$ cat config.mk
export PLATFORM = sky130hd
export DESIGN_NAME = ablk_enable_ctrl
export DESIGN_NICKNAME = d
export VERILOG_FILES = /design/src/rtl/ablk_pkg.sv /design/src/rtl/ablk_enable_fsm.sv /design/src/rtl/ablk_out_drive.sv /design/src/rtl/ablk_dma_gate.sv /design/src/rtl/ablk_enable_ctrl.sv
export SDC_FILE = /design/constraint.sdc
export NUM_CORES = 1
export LEC_CHECK = 0
export BUFFER_PORTS_ARGS = -buffer_cell sky130_fd_sc_hd__buf_4
export CAP_MARGIN = 20
export CORE_AREA = 2 2 39 41
export CTS_CLUSTER_DIAMETER = 80
export DETAILED_ROUTE_END_ITERATION = 8
export DIE_AREA = 0 0 41 43
export SYNTH_ARGS = -nofsm -noshare
export SYNTH_HDL_FRONTEND = slang
export SYNTH_SLANG_ARGS = --single-unit
$ cat constraint.sdc
create_clock -name clk -period 1.22 [get_ports clk]
set_clock_uncertainty 0.1 [all_clocks]
set_input_delay 0.183 -clock clk [delete_from_list [all_inputs] [get_ports clk]]
set_output_delay 0.183 -clock clk [all_outputs]
set_load 0.1 [all_outputs]
$ cat src/rtl/ablk_pkg.sv
// Package: shared state encoding for the audio block enable controller.
// Assumes: a single kernel clock domain for every user of the type.
package ablk_pkg;
    typedef enum logic [1:0] {
        ST_OFF  = 2'd0,
        ST_RUN  = 2'd1,
        ST_STOP = 2'd2
    } blk_state_e;
endpackage

$ cat src/rtl/ablk_enable_fsm.sv
// Module: enable state machine. It moves between off, running and stopping.
// Assumes: frame_end is a one-cycle strobe aligned with the last frame cycle,
// and en_req is already synchronous to clk.
module ablk_enable_fsm
    import ablk_pkg::*;
(
    input  logic clk,
    input  logic rst_n,
    input  logic en_req,
    input  logic frame_busy,
    input  logic frame_end,
    output logic status
);
    blk_state_e state_q, state_d;
    logic       en_q;
    logic       en_rise;

    // Detect a fresh 0-to-1 change of the enable request.
    always_ff @(posedge clk) begin
        if (!rst_n) en_q <= 1'b0;
        else        en_q <= en_req;
    end

    assign en_rise = en_req && !en_q;

    // Next-state choice. Off leaves only on a fresh edge, stopping waits for the frame end.
    always_comb begin
        state_d = state_q;
        unique case (state_q)
            ST_OFF:  if (en_rise) state_d = ST_RUN;
            ST_RUN:  if (!en_req) state_d = (frame_busy && !frame_end) ? ST_STOP : ST_OFF;
            ST_STOP: if (frame_end) state_d = ST_OFF;
            default: state_d = ST_OFF;
        endcase
    end

    // State register.
    always_ff @(posedge clk) begin
        if (!rst_n) state_q <= ST_OFF;
        else        state_q <= state_d;
    end

    assign status = (state_q != ST_OFF);

    p_start_r2: assert property (@(posedge clk) disable iff (!rst_n)
        (state_q == ST_OFF && en_rise) |=> status);
    p_quick_off_r3: assert property (@(posedge clk) disable iff (!rst_n)
        (state_q == ST_RUN && !en_req && !frame_busy) |=> !status);
    p_hold_r4: assert property (@(posedge clk) disable iff (!rst_n)
        (state_q == ST_STOP && !frame_end) |=> status);
    p_stop_end_r4: assert property (@(posedge clk) disable iff (!rst_n)
        (state_q == ST_STOP && frame_end) |=> !status);
    p_same_cycle_r5: assert property (@(posedge clk) disable iff (!rst_n)
        (state_q == ST_RUN && !en_req && frame_end) |=> !status);
    p_no_restart_r6: assert property (@(posedge clk) disable iff (!rst_n)
        (!status && !en_rise) |=> !status);
endmodule

$ cat src/rtl/ablk_out_drive.sv
// Module: output-enable generation for the serial data lanes.
// Assumes: drive_always is static configuration, changed only when the block is off.
module ablk_out_drive #(
    parameter int LANES = 2
) (
    input  logic             clk,
    input  logic             rst_n,
    input  logic             status,
    input  logic             drive_always,
    output logic [LANES-1:0] oe
);
    // Each lane is driven either always or only while the block is on.
    for (genvar g = 0; g < LANES; g++) begin : g_lane
        always_comb oe[g] = drive_always | status;
    end

    p_quiet_r7: assert property (@(posedge clk) disable iff (!rst_n)
        (!status && !drive_always) |-> (oe == '0));
    p_forced_r8: assert property (@(posedge clk) disable iff (!rst_n)
        drive_always |-> (&oe));
endmodule

$ cat src/rtl/ablk_dma_gate.sv
// Module: qualifies the DMA request by state, threshold and direction.
// Assumes: dir_rx is 0 for transmit, which is the direction after reset.
module ablk_dma_gate (
    input  logic clk,
    input  logic rst_n,
    input  logic status,
    input  logic dma_en,
    input  logic fifo_thr,
    input  logic dir_rx,
    output logic tx_req,
    output logic rx_req
);
    logic qual;

    // Common qualifier, then steer it to one direction only.
    always_comb begin
        qual   = dma_en & status & fifo_thr;
        tx_req = qual & ~dir_rx;
        rx_req = qual &  dir_rx;
    end

    p_one_dir_r9: assert property (@(posedge clk) disable iff (!rst_n)
        !(tx_req && rx_req));
    p_tx_silent_r10: assert property (@(posedge clk) disable iff (!rst_n)
        dir_rx |-> !tx_req);
    p_off_no_req_r9: assert property (@(posedge clk) disable iff (!rst_n)
        !status |-> !(tx_req || rx_req));
endmodule

$ cat src/rtl/ablk_enable_ctrl.sv
// Module: top of the audio block enable controller. It ties the state machine,
// the output drive and the DMA gating together.
// Assumes: every input is synchronous to clk, the kernel clock.
module ablk_enable_ctrl #(
    parameter int LANES = 2
) (
    input  logic             clk,
    input  logic             rst_n,
    input  logic             en_req,
    input  logic             frame_busy,
    input  logic             frame_end,
    input  logic             drive_always,
    input  logic             dir_rx,
    input  logic             dma_en,
    input  logic             fifo_thr,
    output logic             blk_status,
    output logic [LANES-1:0] dout_oe,
    output logic             dma_tx_req,
    output logic             dma_rx_req
);
    logic status_w;

    ablk_enable_fsm u_fsm (
        .clk        (clk),
        .rst_n      (rst_n),
        .en_req     (en_req),
        .frame_busy (frame_busy),
        .frame_end  (frame_end),
        .status     (status_w)
    );

    ablk_out_drive #(.LANES(LANES)) u_drive (
        .clk          (clk),
        .rst_n        (rst_n),
        .status       (status_w),
        .drive_always (drive_always),
        .oe           (dout_oe)
    );

    ablk_dma_gate u_dma (
        .clk      (clk),
        .rst_n    (rst_n),
        .status   (status_w),
        .dma_en   (dma_en),
        .fifo_thr (fifo_thr),
        .dir_rx   (dir_rx),
        .tx_req   (dma_tx_req),
        .rx_req   (dma_rx_req)
    );

    assign blk_status = status_w;

    p_rx_quiet_r9: assert property (@(posedge clk) disable iff (!rst_n)
        !dir_rx |-> !dma_rx_req);
    p_reset_off_r1: assert property (@(posedge clk)
        !rst_n |=> !blk_status);
endmodule

-- Word level (Yosys, flattened, before mapping)
Cells that the tools add are included.
- word-level logic and storage cells: 25
- output and inout port bits: 5
- register bits: 3
- input bits: 9
- reduce and logical (&&, ||, !) cells: 7
- multiplexer cells: 5
- eq/ne operators: 5
- bitwise logic cells: 6
- operator list (cell ; count):
    2-bit two-way mux ; 4
    2-bit one-hot mux with 3 select lines ; 1
    1-bit bitwise AND ; 4
    2-bit inequality test (second input constant) ; 2
    3-bit AND reduction ; 1
    2-bit by 1-bit == test with 1-bit output (second input constant) ; 1
    2-bit == test (second input constant) ; 1
    1-bit logical AND ; 2
    1-bit zero test ; 2
    2-bit zero test ; 1
    2-bit by 1-bit inequality test with 1-bit output (second input constant) ; 1
    2-bit nonzero test ; 1
    1-bit NOT ; 1
    1-bit bitwise OR ; 1

-- Logic depth before layout (Yosys ltp)
Gate-level depths: netlist of the first run.
- depth in word-level cells: 5
- gate-level depth with buffers: 2
- gate-level depth less buffers: 2

-- Cells and area by module
From an unflattened synthesis of the first run, not the netlist that was laid out.
- cell total of the unflattened synthesis: 15
- area, all modules: 158.9 µm²
- modules (own cells, without submodules) (module ; cells an instance ; seq. area each (µm²) ; instances ; area each (µm²)):
    ablk_enable_fsm ; 11 ; 60.1 ; 1 ; 125.1
    ablk_dma_gate ; 2 ; 0.0 ; 1 ; 20.0
    ablk_out_drive ; 2 ; 0.0 ; 1 ; 13.8

-- Worst setup path after synthesis of the first run
Ideal clock, no wire load.
- kind: reg2out
- start point: reg u_fsm.state_q[1]
- end point: out dma_rx_req
- data arrival time: 1746 ps
- path buffers: 0
- slack: -809 ps
- stages on the path, launching flop included: 3
- data required time: 937 ps
- cell sequence: dfxtp_1 o211ai_1 nor2_1
- cells in the longest elaborated chain, start to end: 4
- ends and longest elaborated chain (what ; line ; text):
    from (decl) ; ablk_enable_fsm.sv:14 ; blk_state_e state_q, state_d;
    from (signal assigned) ; ablk_enable_fsm.sv:40 ; else state_q <= state_d;
    2-bit nonzero test ; ablk_enable_fsm.sv:43 ; assign status = (state_q != ST_OFF);
    1-bit bitwise AND (2 in a row) ; ablk_dma_gate.sv:17 ; qual = dma_en & status & fifo_thr;
    1-bit bitwise AND ; ablk_dma_gate.sv:19 ; rx_req = qual & dir_rx;
    to (decl) ; ablk_enable_ctrl.sv:19 ; output logic dma_rx_req
No other way between the ends.

-- Worst setup path after layout of the first run
- start point: reg u_fsm.state_q[1]
- end point: out dout_oe[1]
- cells in the longest elaborated chain, start to end: 2
- ends and longest elaborated chain (what ; line ; text):
    2-bit nonzero test ; ablk_enable_fsm.sv:43 ;
    1-bit bitwise OR ; ablk_out_drive.sv:14 ; always_comb oe[g] = drive_always | status;
    to (decl) ; ablk_enable_ctrl.sv:17 ; output logic [LANES-1:0] dout_oe,
No other way between the ends.

==> run_results.csv, run 1 <==
group,metric,value,unit
synthesis,avgSynthCellArea,8.98,um^2
layout,seqCellArea,62.6,um^2
clock_tree,cts.sinks,3,
critical_path,critPathMaxFanout,3,
floorplan,dieHeight,43,um
synthesis,ys_types,13,
run_status,outcome,"complete, but fails checks",
layout,multiInputGateArea,104,um^2
synthesis,yosys_register_bits,3,
critical_path,required,0.94,ns
layout,final_cell_area,397,um^2
critical_path,crit_path_max_incr_delay,0.37,ns
sta,min_period,1.40,ns
global_routing,antenna_found_initial,0,
critical_path,crit_arrival,1.12,ns
min_path,hp-class,"in2reg",
synthesis,synth_area_leader_cell,"dfxtp_1",
floorplan,initial_core_util,11.0,%
synthesis,seq_area_frac_synth,39.3,%
clock_tree,cts_buffer_depth,2,
critical_path,cp.buffers_inverters,1,
detailed_routing,antenna_left,0,
floorplan,chipWidth,41,um
critical_path,critPathSlowestCell,"or3_4",
critical_path,path_cells,"or3_4 > buf_6",
sta,fin_crit_sh,115,%
sta,drv_slew,0,
synthesis,syn_area,153,um^2
sta,setup_ws,-0.181,ns
sta,setup_viol,5,
clock_tree,root_buffer,"clkbuf_4",
placed_design,io_buffers,13,
floorplan,dieArea,1760,um^2
floorplan,num_rows,14,
synthesis,yosys.area.top_type_share,39.3,%
global_routing,grt_pass1_vias,158,
detailed_routing,num_vias,189,
layout,syn2layout_area_growth,160,%
pwr,p_leak,0.176,nW
run,max_cap_violations,0,
layout,antenna_cells,0,
clock_tree,ctsHoldBuffers,0,
pwr,power_density,1060,nW/um^2
layout,finalNetCount,48,
sta,slew_headroom,86.6,%
sta,fin_setup_tns,-0.821,ns
layout,fillers,146,
detailed_routing,drc,0,
clock_tree,worstSkewPairLatency,0.23,ns
detailed_routing,drtPass1Iterations,4,
global_routing,gr-total-overflow,0,
run_status,violations,"setup timing",
sta,hold_viol_final,0,
sta,rsz0062_at_grt,"true",
detailed_routing,drtIter0Drc,3,
placed_design,placed_area,300,um^2
global_routing,grt_pass1_wl,607,um
detailed_routing,viasPerCell,3.50,
critical_path,path_delay_family,"simple AND/OR/NAND/NOR gates",
sta,tightest_slew,0.202,ns
critical_path,critPathCaptureType,"output port",
synthesis,syn_nets,26,
placed_design,place_congestion,0.562,
clock_tree,tritoncts,"yes",
floorplan,placeableCoreArea,1380,um^2
synthesis,yosysWarnings,0,
synthesis,synth_cells,17,
critical_path,cp-start-kind,"flip-flop",
layout,drive_gt1_share,73.7,%
clock_tree,cts_htree_levels,1,
critical_path,path_class,"reg2out",
sta,hold_ws,0.0805,ns
global_routing,track_usage,6.01,%
pwr,vdd.ir_drop.worst,0.466,mV
global_routing,grt_max_degree,5,
synthesis,ys_top_cells_by_area,"dfxtp_1, nand2b_1, nor3b_2, nand4bb_1, buf_4",
clock_tree,clk_pin_slew,0.04,ns
detailed_routing,routed_wl,429,um
detailed_routing,wl_per_cell,7.94,um
floorplan,ioPinCount,14,
layout,fin_util,28.7,%
sta,max_freq,0.714,GHz
clock_tree,cts_made_buffers,3,
==> sequential cells by signal, summed over array words and instances, names as in the netlist <==
| signal | count |
|---|---|
| u_fsm.en_q | 1 |
| u_fsm.state_q | 2 |
==> cell usage after synthesis (all sizes together) <==
library cell,number
a21oi,1
and2,1
buf,1
dfxtp,3
inv,1
nand2b,2
nand4bb,1
nor2,2
nor2b,1
nor3b,1
o211ai,1
or2,1
or3,1
==> power by group <==
group | internal (mW) | switching (mW) | leakage [nW]
logic | 0.0576 | 0.0822 | 0.136
clock network | 0.123 | 0.0518 | 0.0150
registers | 0.103 | 0.00197 | 0.0255
==> path summary, 6_finish.rpt <==
path | from | endpoint | slack, ns | cells after the start
setup / recovery | u_fsm.state_q[1] | dout_oe[1] | -0.18 | 2
hold / removal | en_req | u_fsm.en_q | 0.08 | 2
setup reg to reg | u_fsm.state_q[1] | u_fsm.state_q[1] | 0.16 | 4
hold reg to reg | u_fsm.en_q | u_fsm.state_q[0] | 0.44 | 2
==> stage by stage <==
step / setup WS, ns / power [mW] / instances
final: -0.181 / 0.419 / 54
after global routing: -0.225 / 0.452 / 54
after CTS: -0.187 / 0.422 / 53
after detailed placement: -0.0791 / 0.227 / 47
after global placement: -0.0556 / 0.226 / 47
after floorplan: -0.145 / 0.199 / 17
==> metal layers <==
metal	global-route usage, %	share of wire [%]	up-vias
met5	0	0	-
met4	4.00	0	0
met3	7.85	16	0
met2	6.88	42	14
met1	5.43	41	77
li1	-	-	98
==> timing repair <==
item / 4_1_cts / 5_1_grt
pin swaps: 3 / 1
setup endpoints to repair: 5 / 5
buffers inserted: 2 / 1
gates resized for setup: 12 / 0
==> logic make-up (layout without fill, tap and decap cells) <==
kind of cell / count (synthesis) / count (layout) / synth area share [%]
AOI/OAI and AO/OA: 2 / 2 / 8.20
buffers and inverters: 2 / 23 / 7.38
DFF: 3 / 3 / 39.3
and+or+nand+nor: 10 / 10 / 45.1
==> cell type report <==
cell class              instances  share of cell area (%)
multi-input cells              12                    26.2
repair buffers                 18                    45.4
flip-flops and latches          3                    15.8
well taps                      16                    5.05
inverters                       1                   0.946
clock buffers                   4                    6.62
==> cell usage in the layout, fill, tap and decap left out, drive strengths merged <==
cell type,count
nor2b,1
nor3b,1
inv,1
o211ai,1
dfxtp,3
or2,1
nand2b,2
or3,1
clkbuf,4
buf,18
nor2,2
nand4bb,1
and2,1
a21oi,1
Power figures use the tool's default switching activity.
==> run 2: changes to the inputs <==
Clock period 1.22 ns to 1.5 ns, I/O delays scaled along.
==> run 2 against run 1 <==
The run now ends clean. Worst setup slack improved by 0.20 ns. Sequential share of layout area rose by 2.0 points. Core utilization fell by 3.3 points. Via count fell by 11%. Total power fell by 21%. Clock power fell by 20%. Global-route usage fell by 0.90 points.
==> run_results.csv, run 2 (synthesis results as in run 1) <==
group,metric,value,unit
run_status,outcome,"finished, final reports clean",
critical_path,required,1.17,ns
global_routing,gr-total-overflow,0,
critical_path,crit_cells,2,
pwr,swShare,32.0,%
critical_path,path_cells,"or3_4 > buf_12",
sta,setup_viol,0,
detailed_routing,viasPerCell,3.45,
critical_path,r2r_cells,2,
placed_design,dp_cells,45,
floorplan,placeableCoreArea,1380,um^2
sta,slew_headroom,81.0,%
sta,max_freq,0.677,GHz
pwr,p_switching,0.107,mW
critical_path,startpoint,"u_fsm.state_q[1]",
placed_design,place_hpwl,305,um
global_routing,track_usage,5.12,%
global_routing,grt_pass1_wl,503,um
clock_tree,cts.sinks,3,
floorplan,chipWidth,41,um
layout,finalNetCount,43,
placed_design,io_buffers,13,
pwr,seqPwrFrac,26.1,%
global_routing,grt_pass1_vias,146,
layout,syn2layout_area_growth,130,%
sta,fin_setup_tns,0,ns
detailed_routing,wl_per_cell,7.59,um
critical_path,path_class,"reg2out",
min_path,hp-class,"in2reg",
pwr,power_frac_clock,42.1,%
detailed_routing,drtPass1Iterations,2,
sta,fin_crit_sh,98.5,%
critical_path,path_delay_family,"simple AND/OR/NAND/NOR gates",
pwr,p_int,0.226,mW
layout,antenna_cells,0,
floorplan,initial_core_util,11.0,%
critical_path,regToRegSetupSlack,0.68,ns
sta,hold_viol_final,0,
detailed_routing,drc,0,
critical_path,crit_path_max_incr_delay,0.40,ns
sta,tightest_slew,0.283,ns
layout,fillers,148,
layout,seqCellArea,62.6,um^2
layout,regMostFlops,"u_fsm.state_q",
pwr,power_density,947,nW/um^2
clock_tree,cts_buffer_depth,2,
critical_path,r2r-start,"u_fsm.state_q[1]",
critical_path,critPathMaxFanout,6,
pwr,power_frac_comb,31.8,%
sta,rsz0062_at_grt,"true",
layout,fin_cells,49,
layout,reg_top3,"u_fsm.state_q: 2 flops, u_fsm.en_q: 1 flops",
pwr,p_leak,0.153,nW
detailed_routing,drtIter0Drc,2,
detailed_routing,routed_wl,372,um
layout,mostFrequentLayoutCell,"buf_4",
clock_tree,tritoncts,"yes",
global_routing,antenna_found_initial,0,
critical_path,endpoint,"dout_oe[0]",
min_path,min_path_cells,3,
pwr,vdd.ir_drop.worst,0.293,mV
placed_design,place_ws,0.209,ns
critical_path,critPathCaptureType,"output port",
critical_path,cp.buffers_inverters,1,
layout,drive_gt1_share,66.7,%
clock_tree,root_buffer,"clkbuf_4",
clock_tree,clk_pin_slew,0.04,ns
detailed_routing,num_vias,169,
layout,multiInputGateArea,91.3,um^2
clock_tree,cts_made_buffers,3,
sta,drv_slew,0,
floorplan,ioPinCount,14,
critical_path,cp-start-kind,"flip-flop",
clock_tree,worstSkewPairLatency,0.23,ns
placed_design,place_congestion,0.600,
layout,largest_register_ffs,2,
critical_path,critPathSlowestCell,"or3_4",
critical_path,r2r_end,"u_fsm.state_q[1]",
detailed_routing,antenna_left,0,
floorplan,dieArea,1760,um^2
sta,min_period,1.48,ns
run,max_cap_violations,0,
layout,final_cell_mix,"buf_4, buf_12, clkbuf_4",
floorplan,num_rows,14,
critical_path,crit_arrival,1.15,ns
floorplan,dieHeight,43,um
clock_tree,cts_htree_levels,1,
sta,setup_ws,0.0219,ns
global_routing,grt_max_degree,7,
[run 2: cell count changes in the layout (fill, tap and decap cells not counted), sizes merged]
cell	delta
buf	-5
[run 2: power groups by stage]
stage	Combinational [mW]	Sequential, mW	Clock (mW)
after floorplan	0.0662	0.0869	0
after global placement	0.0912	0.0874	0
after detailed placement	0.0910	0.0877	0
after CTS	0.0998	0.0864	0.150
after global routing	0.110	0.0870	0.158
final	0.106	0.0869	0.140
[run 2: worst min path at each step]
stage	to	slack, ns	from
after global placement	u_fsm.en_q	0.37	en_req
after global routing	u_fsm.state_q[1]	0.13	frame_end
after floorplan	u_fsm.state_q[1]	0.25	rst_n
after CTS	u_fsm.state_q[1]	0.13	frame_end
after detailed placement	u_fsm.en_q	0.37	en_req
final	u_fsm.state_q[1]	0.13	frame_end
[run 2: per-layer routing]
layer / global-route usage [%] / up-vias / share of wire, %
li1: - / 87 / -
met1: 5.45 / 69 / 39
met2: 5.00 / 13 / 45
met3: 3.14 / 0 / 16
met4: 8.00 / 0 / 0
met5: 0 / - / 0
[run 2: stage by stage]
step | hold WS, ns | total power, mW | util (%) | cell area (um^2)
6_report | 0.128 | 0.333 | 25.4 | 352
5_1_grt | 0.127 | 0.354 | 25.4 | 352
4_1_cts | 0.127 | 0.336 | 23.3 | 323
3_5_place_dp | 0.371 | 0.179 | 19.7 | 273
3_3_place_gp | 0.369 | 0.179 | 19.7 | 273
2_1_floorplan | 0.254 | 0.153 | - | 163
[run 2: tightest hold or removal path: cells and delay by family]
family	cells	cell delay, ns
and+or+nand+nor	1	0.08
buffers and inverters	1	0.07
AOI/OAI and AO/OA	1	0.04
[run 2: layout make-up]
cell class,count,area share [%]
clock buffers,4,7.47
inverters,1,1.07
multi-input cells,12,26.0
flip-flops and latches,3,17.8
well taps,16,5.69
repair buffers,13,42.0
[run 2: repair_timing]
item,CTS,global route
buffers inserted,0,0
pin swaps,1,0
setup endpoints to repair,4,4
resized for setup,6,8
hold buffers,0,0
hold endpoints to repair,0,0
==> run 3: changes to the inputs <==
--- a/config.mk
+++ b/config.mk
@@ -11,2 +11,3 @@
 export CTS_CLUSTER_DIAMETER = 80
+export CTS_CLUSTER_SIZE = 24
 export DETAILED_ROUTE_END_ITERATION = 8
==> constraint.sdc (replaced) <==
create_clock -name clk -period 1.5 [get_ports clk]
set_clock_uncertainty 0.1 [all_clocks]
set_input_delay 0.3 -clock clk [delete_from_list [all_inputs] [get_ports clk]]
set_output_delay 0.3 -clock clk [all_outputs]
set_load 0.1 [all_outputs]
==> run 3 against run 2 <==
The flow now finishes with violations (setup timing). Global-route usage grew 1.1 points. Register-to-register slack lost 0.12 ns. Cell area grew 1.4%. Clock power is essentially flat. Worst hold slack gained 0.076 ns. Non-clock buffer count grew 1.
==> run_results.csv, run 3 (synthesis results as in run 1) <==
group,metric,value,unit
layout,mostFrequentLayoutCell,"buf_4",
layout,seqCellArea,65.1,um^2
critical_path,r2r_end,"u_fsm.state_q[1]",
floorplan,ioPinCount,14,
sta,slew_headroom,81.2,%
critical_path,r2r_cells,3,
global_routing,busiest_layer,"met2",
pwr,p_leak,0.158,nW
critical_path,required,1.10,ns
critical_path,path_delay_family,"simple AND/OR/NAND/NOR gates",
global_routing,use_met3,3.14,%
critical_path,path_cells,"or3_4 > buf_12",
layout,regMostFlops,"u_fsm.state_q",
layout,reg_top3,"u_fsm.state_q: 2 flops, u_fsm.en_q: 1 flops",
global_routing,grt_pass1_vias,182,
clock_tree,cts_buffer_depth,2,
global_routing,use_met2,9.06,%
floorplan,placeableCoreArea,1380,um^2
clock_tree,cts_htree_levels,1,
placed_design,dp_cells,45,
sta,rsz0062_at_grt,"true",
detailed_routing,viasPerCell,3.64,
floorplan,chipWidth,41,um
sta,max_freq,0.645,GHz
detailed_routing,num_vias,182,
global_routing,grt_pass1_wl,676,um
run_status,outcome,"complete, but fails checks",
critical_path,crit_arrival,1.15,ns
min_path,min_path_cells,3,
detailed_routing,wl_per_cell,7.56,um
clock_tree,cts.sinks,3,
placed_design,place_congestion,0.595,
critical_path,crit_path_max_incr_delay,0.40,ns
placed_design,io_buffers,13,
floorplan,initial_core_util,11.0,%
layout,drive_gt1_share,67.6,%
layout,fillers,146,
floorplan,dieHeight,43,um
global_routing,met1_usage,5.77,%
clock_tree,worstSkewPairLatency,0.23,ns
sta,setup_ws,-0.0494,ns
critical_path,critPathMaxFanout,4,
clock_tree,clk_pin_slew,0.04,ns
global_routing,gr-total-overflow,0,
layout,antenna_cells,0,
layout,multiInputGateArea,91.3,um^2
critical_path,critPathSlowestCell,"or3_4",
clock_tree,tritoncts,"yes",
pwr,vdd.ir_drop.worst,0.359,mV
pwr,total_power,0.330,mW
critical_path,path_class,"reg2out",
global_routing,grt_max_degree,7,
layout,finalNetCount,44,
sta,tightest_slew,0.281,ns
run_status,violations,"setup timing",
layout,fin_util,25.8,%
layout,largest_register_ffs,2,
clock_tree,root_buffer,"clkbuf_4",
detailed_routing,drtIter0Drc,1,
sta,setup_viol,2,
critical_path,endpoint,"dout_oe[0]",
detailed_routing,drtPass1Iterations,2,
placed_design,placed_area,273,um^2
layout,final_cell_mix,"buf_4, clkbuf_4, buf_12",
layout,fin_cells,50,
global_routing,antenna_found_initial,0,
sta,fin_crit_sh,103,%
detailed_routing,drc,0,
critical_path,r2r-start,"u_fsm.state_q[1]",
critical_path,cp.buffers_inverters,1,
detailed_routing,routed_wl,378,um
sta,drv_slew,0,
critical_path,cp-start-kind,"flip-flop",
layout,final_cell_area,357,um^2
critical_path,regToRegSetupSlack,0.56,ns
clock_tree,cts_made_buffers,3,
sta,min_period,1.55,ns
floorplan,dieArea,1760,um^2
floorplan,num_rows,14,
run,max_cap_violations,0,
critical_path,startpoint,"u_fsm.state_q[1]",
detailed_routing,antenna_left,0,
critical_path,crit_cells,2,
critical_path,critPathCaptureType,"output port",
min_path,hp-class,"in2reg",
global_routing,track_usage,6.22,%
layout,syn2layout_area_growth,134,%
sta,hold_viol_final,0,
pwr,power_density,924,nW/um^2
-- run 3: tightest hold or removal path: cells and delay by family --
family                 cells  cell delay [ns]
AOI/OAI and AO/OA          1             0.04
buffers and inverters      1             0.07
and+or+nand+nor            1             0.08
-- run 3: worst min-delay path by stage --
stage	from	to	slack [ns]
finish	frame_end	u_fsm.state_q[1]	0.20
CTS	frame_end	u_fsm.state_q[1]	0.20
detailed placement	u_fsm.en_q	u_fsm.state_q[0]	0.44
global route	frame_end	u_fsm.state_q[1]	0.22
floorplan	rst_n	u_fsm.state_q[1]	0.33
global placement	u_fsm.en_q	u_fsm.state_q[0]	0.43
-- run 3: final cells by class --
class	count	area share [%]
inverter	1	1.05
clock buffer	4	7.37
timing repair buffer	14	42.1
sequential	3	18.2
tap	16	5.61
multi-input combinational	12	25.6
-- run 3: timing repair --
| item | 4_1_cts | 5_1_grt |
|---|---|---|
| setup endpoints to repair | 4 | 4 |
| gates resized for setup | 12 | 2 |
| pin swaps | 1 | 1 |
| hold buffers | 0 | 0 |
| setup buffers | 1 | 0 |
-- run 3: per-stage QoR --
stage	hold WS (ns)	TNS, ns	setup WS [ns]
after floorplan	0.329	-0.444	-0.221
after detailed placement	0.438	0	0.0772
after global placement	0.426	0	0.0817
after CTS	0.198	-0.195	-0.0815
after global routing	0.217	-0.250	-0.0811
final	0.203	-0.0984	-0.0494
-- run 3: power by group --
group	internal [mW]	switching, mW	total, mW
clock network	0.0995	0.0388	0.138
registers	0.0824	0.00278	0.0852
logic	0.0426	0.0636	0.106
total	0.225	0.105	0.330
-- run 3: routing by layer --
layer / wire length, um / part of all wire [%]
met1: 153 / 40
met2: 183 / 48
met3: 41 / 11
met4: 0 / 0
met5: 0 / 0
